<file path="config.mk">
export PLATFORM = sky130hd
export DESIGN_NAME = gray_depth_reducer
export DESIGN_NICKNAME = d
export VERILOG_FILES = /design/src/rtl/gdr_pkg.sv /design/src/rtl/gdr_mode_decode.sv /design/src/rtl/gdr_quant.sv /design/src/rtl/gdr_linebuf.sv /design/src/rtl/gray_depth_reducer.sv
export SDC_FILE = /design/constraint.sdc
export NUM_CORES = 2
export LEC_CHECK = 0
export BUFFER_PORTS_ARGS = -buffer_cell sky130_fd_sc_hd__buf_2
export CELL_PAD_IN_SITES_DETAIL_PLACEMENT = 1
export CELL_PAD_IN_SITES_GLOBAL_PLACEMENT = 1
export CORE_MARGIN = 2
export CORE_UTILIZATION = 28
export DETAILED_ROUTE_END_ITERATION = 10
export PLACE_DENSITY_LB_ADDON = 0.1
export SLEW_MARGIN = 40
export SYNTH_ARGS = -nofsm -noshare
export SYNTH_HDL_FRONTEND = slang
export SYNTH_SLANG_ARGS = --single-unit
export TNS_END_PERCENT = 50
</file>
<file path="constraint.sdc">
create_clock -name clk -period 16.25 [get_ports clk]
set_input_delay 0.8125 -clock clk [delete_from_list [all_inputs] [get_ports clk]]
set_output_delay 0.8125 -clock clk [all_outputs]
set_load 0.01 [all_outputs]
</file>
<file path="src/rtl/gdr_pkg.sv">
package gdr_pkg;
    localparam int unsigned PIX_W     = 8;
    localparam int unsigned FIELD_W   = 6;
    localparam int unsigned MIN_OUT_W = 3;
    localparam int unsigned NCH       = 3;
    localparam int unsigned FRAC_W    = 4;
    localparam int unsigned ERR_W     = PIX_W - MIN_OUT_W;
    localparam int unsigned NL_W      = ERR_W + 4;
    localparam int unsigned TOT_W     = PIX_W + FRAC_W + 2;
    localparam int unsigned OFS_BASE  = FRAC_W + PIX_W - MIN_OUT_W - 2;

    typedef enum logic [2:0] {
        MD_D3_TF = 3'd0,
        MD_D4_TF = 3'd1,
        MD_D5_TF = 3'd2,
        MD_D6_TF = 3'd3,
        MD_RSVD  = 3'd4,
        MD_D4    = 3'd5,
        MD_D5    = 3'd6,
        MD_D6    = 3'd7
    } gdr_mode_e;
endpackage

</file>
<file path="src/rtl/gdr_mode_decode.sv">
module gdr_mode_decode
    import gdr_pkg::*;
(
    input  logic [2:0] mode_i,
    output logic [1:0] dsel_o,
    output logic       frame_en_o,
    output logic       reserved_o
);
    always_comb begin
        dsel_o     = 2'd3;
        frame_en_o = 1'b0;
        reserved_o = 1'b0;
        case (gdr_mode_e'(mode_i))
            MD_D3_TF: begin dsel_o = 2'd0; frame_en_o = 1'b1; end
            MD_D4_TF: begin dsel_o = 2'd1; frame_en_o = 1'b1; end
            MD_D5_TF: begin dsel_o = 2'd2; frame_en_o = 1'b1; end
            MD_D6_TF: begin dsel_o = 2'd3; frame_en_o = 1'b1; end
            MD_D4:    dsel_o = 2'd1;
            MD_D5:    dsel_o = 2'd2;
            MD_D6:    dsel_o = 2'd3;
            default:  reserved_o = 1'b1;
        endcase
    end
endmodule

</file>
<file path="src/rtl/gdr_quant.sv">
module gdr_quant
    import gdr_pkg::*;
(
    input  logic [PIX_W-1:0]   pix_i,
    input  logic [ERR_W-1:0]   left_i,
    input  logic [NL_W-1:0]    below_i,
    input  logic [TOT_W-1:0]   ofs_i,
    input  logic [1:0]         dsel_i,
    output logic [FIELD_W-1:0] field_o,
    output logic [ERR_W-1:0]   err_o
);
    localparam int unsigned WHOLE_W = TOT_W - FRAC_W;
    localparam int unsigned EW1     = ERR_W + 1;
    localparam int unsigned LOW_MAX = FIELD_W - MIN_OUT_W;

    logic [TOT_W-1:0]   total;
    logic [WHOLE_W-1:0] whole;
    logic [PIX_W-1:0]   corr;
    logic [FIELD_W-1:0] low_mask;
    logic [EW1-1:0]     err_mask;

    always_comb begin
        total = (TOT_W'(pix_i) << FRAC_W)
              + TOT_W'(left_i) * TOT_W'(7)
              + TOT_W'(below_i)
              + ofs_i;
        whole = total[TOT_W-1:FRAC_W];
        if (whole > WHOLE_W'((1 << PIX_W) - 1)) begin
            corr = '1;
        end else begin
            corr = whole[PIX_W-1:0];
        end
        low_mask = (FIELD_W'(1) << (3'(LOW_MAX) - {1'b0, dsel_i})) - FIELD_W'(1);
        err_mask = (EW1'(1) << (3'(ERR_W) - {1'b0, dsel_i})) - EW1'(1);
        field_o  = corr[PIX_W-1:PIX_W-FIELD_W] & ~low_mask;
        err_o    = corr[ERR_W-1:0] & err_mask[ERR_W-1:0];
    end
endmodule

</file>
<file path="src/rtl/gdr_linebuf.sv">
module gdr_linebuf #(
    parameter int unsigned DEPTH = 64,
    parameter int unsigned W     = 27,
    parameter int unsigned AW    = 7
) (
    input  logic          clk,
    input  logic          rst_n,
    input  logic          clr_i,
    input  logic [AW-1:0] rd_addr_i,
    input  logic          wr_en_i,
    input  logic [AW-1:0] wr_addr_i,
    input  logic [W-1:0]  wr_data_i,
    output logic [W-1:0]  rd_data_o
);
    localparam int unsigned IW = (DEPTH > 1) ? $clog2(DEPTH) : 1;

    logic [DEPTH-1:0][W-1:0] mem_d, mem_q;

    always_comb begin
        mem_d = mem_q;
        if (clr_i) begin
            mem_d = '0;
        end else if (wr_en_i && (wr_addr_i < AW'(DEPTH))) begin
            mem_d[IW'(wr_addr_i)] = wr_data_i;
        end
        if (rd_addr_i < AW'(DEPTH)) begin
            rd_data_o = mem_q[IW'(rd_addr_i)];
        end else begin
            rd_data_o = '0;
        end
    end

    always_ff @(posedge clk or negedge rst_n) begin
        if (!rst_n) begin
            mem_q <= '0;
        end else begin
            mem_q <= mem_d;
        end
    end

    // after a frame-start clear every location reads zero
    a_r6_clear_empties: assert property (@(posedge clk) disable iff (!rst_n)
        clr_i |=> (rd_data_o == '0));
endmodule

</file>
<file path="src/rtl/gray_depth_reducer.sv">
module gray_depth_reducer
    import gdr_pkg::*;
#(
    parameter int unsigned LB_DEPTH = 64
) (
    input  logic               clk,
    input  logic               rst_n,
    input  logic [2:0]         mode_i,
    input  logic               bypass_i,
    input  logic               hsync_n_i,
    input  logic               vsync_n_i,
    input  logic               valid_i,
    input  logic [PIX_W-1:0]   red_i,
    input  logic [PIX_W-1:0]   grn_i,
    input  logic [PIX_W-1:0]   blu_i,
    output logic               hsync_n_o,
    output logic               vsync_n_o,
    output logic               valid_o,
    output logic [FIELD_W-1:0] red_o,
    output logic [FIELD_W-1:0] grn_o,
    output logic [FIELD_W-1:0] blu_o
);
    localparam int unsigned XW = $clog2(LB_DEPTH + 1);
    localparam int unsigned LB_W = NCH * NL_W;

    typedef struct packed {
        logic                          hs;
        logic                          vs;
        logic                          vld;
        logic [XW-1:0]                 x;
        logic [1:0]                    y;
        logic [1:0]                    fc;
        logic [NCH-1:0][ERR_W-1:0]     ep;
        logic [NCH-1:0][NL_W-1:0]      am1;
        logic [NCH-1:0][NL_W-1:0]      a0;
        logic [NCH-1:0][FIELD_W-1:0]   dat;
    } gdr_state_t;

    gdr_state_t state_d, state_q;

    logic [NCH-1:0][PIX_W-1:0]   pix;
    logic [1:0]                  dsel;
    logic                        frame_en, reserved;
    logic                        hs_fall, vs_fall, v_fall;
    logic [XW-1:0]               x_use;
    logic [1:0]                  phase;
    logic [TOT_W-1:0]            ofs;
    logic [NCH-1:0][ERR_W-1:0]   ep_e;
    logic [NCH-1:0][NL_W-1:0]    am1_e, a0_e;
    logic [NCH-1:0][NL_W-1:0]    below;
    logic [NCH-1:0][FIELD_W-1:0] fld;
    logic [NCH-1:0][ERR_W-1:0]   err;
    logic                        lb_clr, lb_wr_en;
    logic [XW-1:0]               lb_wr_addr;
    logic [NCH-1:0][NL_W-1:0]    lb_wr_data;

    assign pix = {blu_i, grn_i, red_i};

    gdr_mode_decode u_decode (
        .mode_i     (mode_i),
        .dsel_o     (dsel),
        .frame_en_o (frame_en),
        .reserved_o (reserved)
    );

    // sync edges and per-pixel context
    always_comb begin
        hs_fall = state_q.hs & ~hsync_n_i;
        vs_fall = state_q.vs & ~vsync_n_i;
        v_fall  = state_q.vld & ~valid_i;
        x_use   = hs_fall ? '0 : state_q.x;
        phase   = state_q.fc + x_use[1:0] + state_q.y;
        ofs     = frame_en ? (TOT_W'(phase) << (3'(OFS_BASE) - {1'b0, dsel})) : '0;
        ep_e    = hs_fall ? '0 : state_q.ep;
        am1_e   = hs_fall ? '0 : state_q.am1;
        a0_e    = hs_fall ? '0 : state_q.a0;
    end

    gdr_linebuf #(
        .DEPTH (LB_DEPTH),
        .W     (LB_W),
        .AW    (XW)
    ) u_linebuf (
        .clk       (clk),
        .rst_n     (rst_n),
        .clr_i     (lb_clr),
        .rd_addr_i (x_use),
        .wr_en_i   (lb_wr_en),
        .wr_addr_i (lb_wr_addr),
        .wr_data_i (lb_wr_data),
        .rd_data_o (below)
    );

    for (genvar c = 0; c < NCH; c++) begin : g_chan
        gdr_quant u_quant (
            .pix_i   (pix[c]),
            .left_i  (ep_e[c]),
            .below_i (below[c]),
            .ofs_i   (ofs),
            .dsel_i  (dsel),
            .field_o (fld[c]),
            .err_o   (err[c])
        );
    end

    always_comb begin
        state_d    = state_q;
        lb_clr     = vs_fall;
        lb_wr_en   = 1'b0;
        lb_wr_addr = x_use - XW'(1);
        lb_wr_data = '0;
        if (valid_i) begin
            lb_wr_en = (x_use != '0);
            for (int c = 0; c < NCH; c++) begin
                lb_wr_data[c]   = am1_e[c] + NL_W'(err[c]) * NL_W'(3);
                state_d.am1[c]  = a0_e[c] + NL_W'(err[c]) * NL_W'(5);
                state_d.a0[c]   = NL_W'(err[c]);
                state_d.ep[c]   = err[c];
                if (bypass_i) begin
                    state_d.dat[c] = pix[c][PIX_W-1:PIX_W-FIELD_W];
                end else if (reserved) begin
                    state_d.dat[c] = '0;
                end else begin
                    state_d.dat[c] = fld[c];
                end
            end
            state_d.x = (x_use == XW'(LB_DEPTH)) ? x_use : x_use + XW'(1);
        end else begin
            if (v_fall && (state_q.x != '0)) begin
                lb_wr_en   = 1'b1;
                lb_wr_addr = state_q.x - XW'(1);
                lb_wr_data = state_q.am1;
            end
            if (v_fall) begin
                state_d.y = state_q.y + 2'd1;
            end
            state_d.ep  = '0;
            state_d.am1 = '0;
            state_d.a0  = '0;
            state_d.dat = '0;
            state_d.x   = x_use;
        end
        if (vs_fall) begin
            state_d.y  = '0;
            state_d.fc = state_q.fc + 2'd1;
        end
        state_d.hs  = hsync_n_i;
        state_d.vs  = vsync_n_i;
        state_d.vld = valid_i;
    end

    always_ff @(posedge clk or negedge rst_n) begin
        if (!rst_n) begin
            state_q    <= '0;
            state_q.hs <= 1'b1;
            state_q.vs <= 1'b1;
        end else begin
            state_q <= state_d;
        end
    end

    assign hsync_n_o = state_q.hs;
    assign vsync_n_o = state_q.vs;
    assign valid_o   = state_q.vld;
    assign red_o     = state_q.dat[0];
    assign grn_o     = state_q.dat[1];
    assign blu_o     = state_q.dat[2];

    // 3-bit results leave the three low field bits clear
    a_r2_three_bit_low: assert property (@(posedge clk) disable iff (!rst_n)
        (valid_i && !bypass_i && mode_i == 3'd0)
        |=> (red_o[2:0] == 3'd0 && grn_o[2:0] == 3'd0 && blu_o[2:0] == 3'd0));

    // 5-bit results leave the lowest field bit clear
    a_r2_five_bit_low: assert property (@(posedge clk) disable iff (!rst_n)
        (valid_i && !bypass_i && (mode_i == 3'd2 || mode_i == 3'd6))
        |=> (red_o[0] == 1'b0 && grn_o[0] == 1'b0 && blu_o[0] == 1'b0));

    // bypass forwards the top six input bits one cycle later
    a_r8_bypass_copy: assert property (@(posedge clk) disable iff (!rst_n)
        (valid_i && bypass_i)
        |=> (red_o == $past(red_i[7:2]) && grn_o == $past(grn_i[7:2])
             && blu_o == $past(blu_i[7:2])));

    // reserved code blanks the data
    a_r9_reserved_zero: assert property (@(posedge clk) disable iff (!rst_n)
        (valid_i && !bypass_i && mode_i == 3'd4)
        |=> (red_o == '0 && grn_o == '0 && blu_o == '0));

    // no data during blanking
    a_r10_blank_zero: assert property (@(posedge clk) disable iff (!rst_n)
        !valid_i |=> (red_o == '0 && grn_o == '0 && blu_o == '0 && !valid_o));

    // syncs follow their inputs with one cycle of delay
    a_r10_hsync_follow: assert property (@(posedge clk) disable iff (!rst_n)
        !hsync_n_i |=> !hsync_n_o);
    a_r10_vsync_follow: assert property (@(posedge clk) disable iff (!rst_n)
        !vsync_n_i |=> !vsync_n_o);
endmodule

</file>
==> flow_metrics.py <==
metrics = {
    "outcome": {
        "status": "finished, final reports clean",
    },
    "final_layout": {
        "stdcell_count": 12500,
        "drive_gt1_frac": 0.111,
        "nNetsFinal": 8352,
        "area_growth_pct": 14.4,
        "fill_cells": 34400,
    },
    "synth": {
        "yosysTopAreaCellShare": 0.508,
        "yosys_warnings": 0,
        "synth_edf_count": 0,
        "ys_seq_area_frac": 0.509,
        "synth-seq-cells": 1799,
        "synth_area_leaders": "dfrtp_1 51%, a22o_1 9.6%, mux2i_1 4.7%, nand3_1 4.6%, o21ai_0 4.5%",
        "yosysTopAreaCell": "dfrtp_1",
        "synth_cell_types": 89,
        "postSynth.asyncResetShare": 1.00,
        "synthFlopType": "dfrtp_1",
        "synthesis.nets": 8777,
        "syn_area_per_cell_sq_um": 10.3,
        "syn_inst": 8560,
        "syn_area_sq_mm": 0.0885,
    },
    "timing": {
        "worst_hold_slack_ns": 0.0722,
        "relSlewSlack": 0.314,
        "final_max_slew_viol_count": 0,
        "worstMarginPinSlew_ns": 1.00,
        "setup_viol": 0,
        "tns_ns": 0,
        "fmax_ghz": 0.0790,
        "fin_crit_ns": 12.67,
        "fin_crit_sh": 0.779,
        "rsz0062_at_grt": "no",
        "hold_viol_final": 0,
        "skew_ns": 0.0651,
    },
    "route": {
        "wirelength_mm": 380,
        "firstDrtPassIters": 5,
        "dr.first_iter.drc_count": 5804,
        "antenna_left": 0,
        "wl_per_cell_microns": 30.5,
        "vias": 70900,
        "drc": 0,
        "avgViaCountPerCell": 5.68,
    },
    "clocking": {
        "clockBufferDepth": 4,
        "numCtsBuffers": 220,
        "insertion_delay_ns": 0.92,
        "cts_root_buffer": "clkbuf_16",
        "post_cts_buffers": 0,
        "clk_pin_slew_ns": 0.06,
        "htreeDepth": 4,
        "cts_tree": "done",
        "clkSinkCount": 1799,
    },
    "global_routing": {
        "grt_pass1_vias": 73400,
        "track_usage": 0.232,
        "grt_pass1_wl_mm": 554,
        "grt_max_degree": 144,
        "antenna_found_initial": 27,
        "grt_overflow": 0,
    },
    "pwr": {
        "peakVddDrop_v": 0.000524,
        "total_leakage_power_nw": 43.4,
        "finalPower_mw": 19.3,
        "power_density_mw_per_mm2": 190,
    },
    "setup_path": {
        "crit_required_ns": 17.01,
        "critPathCaptureType": "register",
        "crit_top_cell": "o21ai_0",
        "critical_path_arrival_ns": 13.43,
        "start_kind": "register",
        "crit_start": "state_q[91]",
        "crit_type": "reg -> reg",
        "critPathMaxFanout": 64,
        "timing.rr.start": "state_q[91]",
        "slowest_stage": "o41ai_1",
        "critical-path-max-stage-delay_ns": 0.90,
    },
    "die": {
        "initial_core_util": 0.281,
        "fp.dieArea_sq_mm": 0.320,
        "row_count": 206,
        "coreArea_sq_mm": 0.315,
        "ios": 54,
        "die_y_microns": 566,
        "die_w_microns": 566,
    },
    "worst_hold_path": {
        "hp-class": "in -> reg",
        "min-delay-start": "vsync_n_i",
    },
    "placed_design": {
        "post-dp-hpwl_mm": 236,
        "dpl.cell_count": 12100,
        "port_buffers": 53,
        "place_congestion": 0.854,
    },
    "run": {
        "cap_violations": 0,
    },
}
[per-layer routing]
| layer | GRT usage | wire (microns) |
|---|---|---|
| met5 | 0 | 60 |
| met4 | 0.0608 | 9950 |
| met3 | 0.0347 | 19600 |
| met2 | 0.363 | 171000 |
| met1 | 0.333 | 179000 |
[placed cells by master (no fill, tap or decap), drive strengths merged, types with 9 or more instances in the layout]
| master | synthesis | routed |
|---|---|---|
| nor2b | 217 | 217 |
| nor2 | 216 | 216 |
| mux2i | 417 | 417 |
| or2 | 15 | 15 |
| o211ai | 14 | 14 |
| bufinv | 0 | 19 |
| xnor2 | 43 | 43 |
| o22ai | 109 | 109 |
| inv | 140 | 143 |
| fa | 43 | 43 |
| o21ai | 899 | 899 |
| buf | 314 | 259 |
| a22o | 967 | 967 |
| nand4 | 19 | 19 |
| nand2b | 34 | 34 |
| a21o | 42 | 42 |
| mux2 | 18 | 18 |
| dfrtp | 1797 | 1797 |
| clkinv | 0 | 29 |
| nand3 | 812 | 812 |
| a21oi | 135 | 135 |
| ha | 141 | 141 |
| and2 | 54 | 54 |
| clkbuf | 593 | 338 |
| o311ai | 11 | 11 |
| nor4 | 11 | 11 |
| nor3 | 136 | 136 |
| a22oi | 18 | 18 |
| a211oi | 209 | 209 |
| xor2 | 35 | 35 |
| a221oi | 193 | 193 |
| or3 | 9 | 9 |
| a31oi | 228 | 228 |
| and3 | 18 | 18 |
| nand2 | 545 | 545 |
[final cells by class]
cell class / instances / area (sq um) / area share
Multi-Input combinational cell: 5714 / 40300 / 0.398
Tap cell: 4160 / 5200 / 0.0514
Sequential cell: 1799 / 45000 / 0.445
Timing Repair Buffer: 260 / 2730 / 0.0270
Clock inverter: 57 / 787 / 0.00778
Inverter: 140 / 533 / 0.00527
Antenna cell: 5 / 12.5 / 0.000124
Clock buffer: 338 / 6620 / 0.0654
[critical path: cells and delay by family, from the launching register on]
| family | cells | cell delay, ns |
|---|---|---|
| compound gates | 16 | 6.31 |
| simple gates | 5 | 1.88 |
| buf+inv | 4 | 1.55 |
| fa+ha+maj | 4 | 1.53 |
| flops | 1 | 0.81 |
| mux | 1 | 0.15 |
| xor+xnor | 1 | 0.09 |
[logic make-up (layout without fill, tap and decap cells)]
kind of cell / after synthesis / count (layout) / synth area share
mux: 437 / 437 / 0.0504
fa+ha+maj: 187 / 187 / 0.0300
xor+xnor: 78 / 78 / 0.00772
other cells: 0 / 5 / 0
flops: 1799 / 1799 / 0.509
simple gates: 2106 / 2106 / 0.121
compound gates: 2906 / 2906 / 0.233
buf+inv: 1047 / 795 / 0.0489
[path summary, 6_finish.rpt]
path                                         endpoint  slack [ns]  depth (start not counted)
worst max-delay path            u_linebuf.mem_q[1086]        3.58                         31
worst min-delay path                        vsync_n_o        0.07                          1
worst max register to register  u_linebuf.mem_q[1086]        3.58                         31
worst min register to register  u_linebuf.mem_q[1409]        0.49                          2
max in group asynchronous        u_linebuf.mem_q[989]       12.43                          8
min in group asynchronous       u_linebuf.mem_q[1699]        0.42                          2
[state kept, by name, indices dropped and copies added, names as in the netlist]
register         cells
red_o                6
vsync_n_o            1
u_linebuf.mem_q   1728
state_q             50
valid_o              1
grn_o                6
blu_o                6
hsync_n_o            1
[cells in the mapped netlist (118+ instances only)]
cell type and n:
buf_2 160, clkbuf_1 589, buf_1 118, a22o_1 967, inv_1 138, mux2i_1 414, nand3_1 807, nor3_1 136
ha_1 141, nand2_1 535, dfrtp_1 1797, o21ai_0 787, a31oi_1 227, a221oi_1 193, nor2_1 154, nor2b_1 217
a211oi_1 209
[metrics by stage]
stage | setup WS [ns] | utilization | instance area, sq um
2_1_floorplan | 7.25 | - | 88500
3_3_place_gp | 3.32 | 0.293 | 92100
3_5_place_dp | 3.37 | 0.297 | 93500
4_1_cts | 3.51 | 0.321 | 101000
5_1_grt | 2.91 | 0.322 | 101000
6_report | 3.58 | 0.322 | 101000
[where the power goes]
part,switching (mW),leakage (nW),internal [mW]
sequential,0.197,25.1,4.74
combinational,6.71,14.7,2.46
clock,2.07,3.65,3.08
[repair_timing]
item	4_1_cts	5_1_grt
hold buffers	1	0
gates resized for setup	0	0
endpoints found under the hold margin	84	0
Note: power is estimated with default switching activity, not from simulation.
